`config.mk`:
```
export PLATFORM = sky130hd
export DESIGN_NAME = burst_addr_seq
export DESIGN_NICKNAME = d
export VERILOG_FILES = /design/src/rtl/burst_seq_pkg.sv /design/src/rtl/burst_edge_detect.sv /design/src/rtl/burst_latency_ctr.sv /design/src/rtl/burst_addr_step.sv /design/src/rtl/burst_addr_seq.sv
export SDC_FILE = /design/constraint.sdc
export NUM_CORES = 1
export LEC_CHECK = 0
export CAP_MARGIN = 30
export CORE_AREA = 8 8 86 58
export CTS_BUF_LIST = sky130_fd_sc_hd__clkbuf_16
export DETAILED_ROUTE_END_ITERATION = 10
export DIE_AREA = 0 0 94 66
export GPL_ROUTABILITY_DRIVEN = 0
export PLACE_DENSITY = 0.8
export SETUP_SLACK_MARGIN = 0.1
export SLEW_MARGIN = 20
export SYNTH_ARGS = -nofsm -noshare
export SYNTH_HDL_FRONTEND = slang
export SYNTH_SLANG_ARGS = --single-unit
```
`constraint.sdc`:
```
create_clock -name clk_i -period 3.8 [get_ports clk_i]
set_clock_uncertainty 0.05 [all_clocks]
set_input_delay 0.57 -clock clk_i [delete_from_list [all_inputs] [get_ports clk_i]]
set_output_delay 0.57 -clock clk_i [all_outputs]
set_load 0.01 [all_outputs]
```
`src/rtl/burst_seq_pkg.sv`:
```
package burst_seq_pkg;
  typedef enum logic [1:0] {
    MODE_CONT  = 2'b00,
    MODE_LIN8  = 2'b01,
    MODE_LIN16 = 2'b10,
    MODE_LIN32 = 2'b11
  } burst_mode_e;
endpackage

```
`src/rtl/burst_edge_detect.sv`:
```
module burst_edge_detect #(
  parameter int SYNC_STAGES = 2
) (
  input  logic clk_i,
  input  logic rst_i,
  input  logic bclk_i,
  input  logic edge_sel_i,
  output logic tick_o
);
  logic [SYNC_STAGES-1:0] sync_q;
  logic newer, older;

  generate
    if (SYNC_STAGES == 2) begin : g_two
      always_ff @(posedge clk_i) begin
        if (rst_i) sync_q <= '0;
        else       sync_q <= {sync_q[0], bclk_i};
      end
    end else begin : g_many
      always_ff @(posedge clk_i) begin
        if (rst_i) sync_q <= '0;
        else       sync_q <= {sync_q[SYNC_STAGES-2:0], bclk_i};
      end
    end
  endgenerate

  assign newer  = sync_q[SYNC_STAGES-2];
  assign older  = sync_q[SYNC_STAGES-1];
  assign tick_o = edge_sel_i ? (older & ~newer) : (~older & newer);
endmodule

```
`src/rtl/burst_latency_ctr.sv`:
```
module burst_latency_ctr #(
  parameter int LAT_W   = 3,
  parameter int MIN_LAT = 2
) (
  input  logic             clk_i,
  input  logic             rst_i,
  input  logic             tick_i,
  input  logic             load_i,
  input  logic [LAT_W-1:0] lat_i,
  output logic             ready_o
);
  localparam logic [LAT_W-1:0] LAT_FLOOR = LAT_W'(MIN_LAT);

  logic [LAT_W-1:0] wait_q;
  logic [LAT_W-1:0] lat_eff;

  assign lat_eff = (lat_i < LAT_FLOOR) ? LAT_FLOOR : lat_i;

  always_ff @(posedge clk_i) begin
    if (rst_i) begin
      wait_q  <= '0;
      ready_o <= 1'b0;
    end else if (tick_i && load_i) begin
      wait_q  <= lat_eff;
      ready_o <= 1'b0;
    end else if (tick_i) begin
      if (wait_q == LAT_W'(1)) ready_o <= 1'b1;
      if (wait_q != '0)        wait_q  <= wait_q - 1'b1;
    end
  end

  assert_ready_on_edge_R4: assert property (@(posedge clk_i) disable iff (rst_i)
    $rose(ready_o) |-> $past(tick_i) && !$past(load_i));

  assert_load_drops_ready_R3: assert property (@(posedge clk_i) disable iff (rst_i)
    (tick_i && load_i) |=> !ready_o);

  assert_ready_sticks_R5: assert property (@(posedge clk_i) disable iff (rst_i)
    (ready_o && !(tick_i && load_i)) |=> ready_o);
endmodule

```
`src/rtl/burst_addr_step.sv`:
```
module burst_addr_step
  import burst_seq_pkg::*;
#(
  parameter int AW = 21
) (
  input  logic [AW-1:0] cur_i,
  input  burst_mode_e   mode_i,
  output logic [AW-1:0] nxt_o
);
  logic [AW-1:0] wrap_mask;
  logic [AW-1:0] inc;

  assign inc = cur_i + AW'(1);

  always_comb begin
    unique case (mode_i)
      MODE_LIN8:  wrap_mask = AW'(7);
      MODE_LIN16: wrap_mask = AW'(15);
      MODE_LIN32: wrap_mask = AW'(31);
      default:    wrap_mask = '1;
    endcase
    nxt_o = (cur_i & ~wrap_mask) | (inc & wrap_mask);
  end
endmodule

```
`src/rtl/burst_addr_seq.sv`:
```
module burst_addr_seq
  import burst_seq_pkg::*;
#(
  parameter int AW          = 21,
  parameter int LAT_W       = 3,
  parameter int MIN_LAT     = 2,
  parameter int SYNC_STAGES = 2
) (
  input  logic             clk_i,
  input  logic             rst_i,
  input  logic             bclk_i,
  input  logic             edge_sel_i,
  input  logic             avd_i,
  input  logic [AW-1:0]    start_addr_i,
  input  logic [1:0]       mode_i,
  input  logic [LAT_W-1:0] lat_i,
  output logic [AW-1:0]    addr_o,
  output logic             ready_o
);
  logic          tick;
  logic [AW-1:0] addr_q, addr_nxt;
  burst_mode_e   mode_q;

  burst_edge_detect #(.SYNC_STAGES(SYNC_STAGES)) edge_i (
    .clk_i(clk_i), .rst_i(rst_i), .bclk_i(bclk_i),
    .edge_sel_i(edge_sel_i), .tick_o(tick)
  );

  burst_latency_ctr #(.LAT_W(LAT_W), .MIN_LAT(MIN_LAT)) lat_ctr_i (
    .clk_i(clk_i), .rst_i(rst_i), .tick_i(tick), .load_i(avd_i),
    .lat_i(lat_i), .ready_o(ready_o)
  );

  burst_addr_step #(.AW(AW)) step_i (
    .cur_i(addr_q), .mode_i(mode_q), .nxt_o(addr_nxt)
  );

  always_ff @(posedge clk_i) begin
    if (rst_i) begin
      addr_q <= '0;
      mode_q <= MODE_CONT;
    end else if (tick && avd_i) begin
      addr_q <= start_addr_i;
      mode_q <= burst_mode_e'(mode_i);
    end else if (tick && ready_o) begin
      addr_q <= addr_nxt;
    end
  end

  assign addr_o = addr_q;

  assert_hold_without_edge_R2: assert property (@(posedge clk_i) disable iff (rst_i)
    !tick |=> $stable(addr_o) && $stable(ready_o));

  assert_load_addr_R3: assert property (@(posedge clk_i) disable iff (rst_i)
    (tick && avd_i) |=> addr_o == $past(start_addr_i));

  assert_linear_upper_fixed_R6: assert property (@(posedge clk_i) disable iff (rst_i)
    (tick && !avd_i && ready_o && mode_q != MODE_CONT)
      |=> addr_o[AW-1:5] == $past(addr_o[AW-1:5]));

  assert_cont_step_R7: assert property (@(posedge clk_i) disable iff (rst_i)
    (tick && !avd_i && ready_o && mode_q == MODE_CONT)
      |=> addr_o == AW'($past(addr_o) + AW'(1)));
endmodule

```
==> flow_metrics.tcl <==
set metrics [dict create \
    power.ir.vdd_worst_uv 233 \
    worstMarginPinSlew_ns 0.853 \
    grt_util_all_layers_pct 17.2 \
    drtIter0Drc 208 \
    hold_start "lat_ctr_i.wait_q[1]" \
    power.static_leakage_nw 0.814 \
    final_instance_area_sq_um 2440 \
    dp_slack_ns 1.07 \
    synth_flop_cell "dfxtp_1" \
    fin_setup_tns_ns 0 \
    arrival_worst_endpoint_ns 2.56 \
    finalWorstPathRequiredPeriod_ns 2.47 \
    synthesis.area_sq_um 1780 \
    synthArstFlopShare_pct 0 \
    rows 18 \
    critical_path.startpoint_type "primary input" \
    yosysSeqAreaShare_pct 32.7 \
    area.growth.synth_to_final_pct 37.4 \
    insertion_delay_ns 0.27 \
    clock_sink_count 29 \
    design_power_total_mw 0.804 \
    drt_wl_total_um 5330 \
    worstSetupPathType "in -> reg" \
    routedLengthMet1_um 2410 \
    met3RoutedLength_um 690 \
    ys_seq_elements 29 \
    cts_setup_buffers 0 \
    drt-vias-per-instance 6.05 \
    outcome "completed" \
    buffer_ports.inserted 52 \
    cts-buffers-inserted 5 \
    grt_setup_unrepaired "false" \
    worst_ep_required_ns 3.89 \
    layout_setup_ws_ns 1.33 \
    grt_pass1_wl_um 8500 \
    synthesis.nets 261 \
    crit_path_start "avd_i" \
    stdcell_count 322 \
    count_of_pins_over_their_slew_limit 0 \
    initial_core_utilization_pct 47.0 \
    layout_worst_path_cycle_share_pct 64.9 \
    dp_cells 314 \
    cap_viol_max_count 0 \
    synth_cells 224 \
    floorplan.die.height_um 66 \
    dpl_cell_area_sq_um 2300 \
    drt-pass1-iter-count 5 \
    detailedPlacementHpwl_um 3970 \
    dr_drc_count 0 \
    die_area_sq_um 6200 \
    fmaxAchievable_mhz 405 \
    detail_route.wl_per_cell_um 16.5 \
    netlist.top_cell.by_area "dfxtp_1" \
    number_of_global_route_vias_before_repair 1731 \
    hold_path.class "reg -> reg" \
    insertedDiodeCount 0 \
    nNetsFinal 308 \
    relSlewSlack_pct 42.7 \
    tritoncts "built" \
    netlist.area_leader.share_pct 32.7 \
    power_density_nw_per_um2 329 \
    cts_root_buffer_type "clkbuf_16" \
    die-width_um 94 \
    cp_max_fo 24 \
    layout.cells.most_common "clkdlybuf4s50_1" \
    clkTransAtPathRegs_ns 0.05 \
    endpoint_kind "register" \
    overflow 0 \
    antenna_violating_nets_post_route 0 \
    netlist-cell-type-count 49 \
    coreArea_sq_um 3780 \
    grt_max_degree 25 \
    cts_resizes 0 \
    r2r-start "mode_q[0]" \
    initial_antenna_violation_count 0 \
    finalSetupViolations 0 \
    cts_h_tree_lvls 2 \
    io_pins 53 \
    synth_enable_flop_cells 0 \
    num_vias 1947 \
    route.top_layer_used "met4" \
    synth.yosys.warnings 0 \
    netlist_top_cells_area "dfxtp_1 (33%), a21oi_1 (5.6%), nor2_1 (5.3%), ha_1 (4.2%), nand2_1 (3.6%)" \
    drive_above_1_share_pct 4.78 \
    cts_max_path_buffers 2 \
    layout_common_cells "clkdlybuf4s50_1 (52), dfxtp_1 (29), nor2_1 (25)" \
    met2WireLength_um 2170 \
    finalHoldViolCount 0 \
    synthesis.area_per_instance_sq_um 7.94 \
    cts_hold_repair.buffers 0 \
]
cells by family after synthesis:
group           count (synthesis)  synth area share (%)
fa+ha+maj                       6                  4.22
compound gates                 71                  27.1
mux                             1                 0.563
flops                          29                  32.7
xor+xnor                        6                  2.96
buf+inv                        25                  6.12
simple gates                   86                  26.4
worst max-delay path: stages:
cell and delay (ns):
clkdlybuf4s50_1 0.56, nand4bb_1 0.24, nand2_1 0.49, a22o_1 0.42, a22oi_1 0.21, nor2_1 0.06
cells in the mapped netlist, drive strengths merged, types with 3 or more instances:
cell,count
a211oi,7
a21oi,20
a221oi,3
a22oi,4
a31oi,3
a32o,4
a32oi,3
buf,8
clkbuf,5
dfxtp,29
ha,6
inv,12
nand2,17
nand3,6
nand4,5
nand4b,6
nor2,25
nor3,10
nor4,3
o21ai,13
or3,3
xnor2,3
xor2,3
final timing paths:
path,to,slack [ns],cells past startpoint
setup / recovery,register,1.33,6
hold / removal,lat_ctr_i.wait_q[1],0.41,2
setup reg to reg,register,1.67,7
hold reg to reg,lat_ctr_i.wait_q[1],0.41,2
metrics by stage:
stage	hold WS [ns]	utilization, %
after detailed placement	0.405	60.9
final	0.411	64.6
after CTS	0.412	64.6
after global routing	0.439	64.6
after floorplan	0.386	-
after global placement	0.393	60.9
power breakdown:
group	switching [mW]	leakage, nW	total [mW]	internal, mW
sequential	0.0127	0.235	0.327	0.315
combinational	0.0507	0.510	0.110	0.0589
clock	0.132	0.0687	0.367	0.236
layout make-up:
cell class / instances / area, sq um
fill: 326 / 1340
clock inverter: 3 / 12.5
tap: 50 / 62.6
multi-input combinational: 170 / 1090
timing repair buffer: 53 / 528
inverter: 12 / 45.0
clock buffer: 5 / 125
sequential: 29 / 581
metal layers:
layer	vias to the layer above	track usage (%)
met5	-	0
met4	0	5.11
met3	7	7.71
met2	123	23.6
met1	884	23.4
li1	933	-
Note: power is estimated with default switching activity, not from simulation.
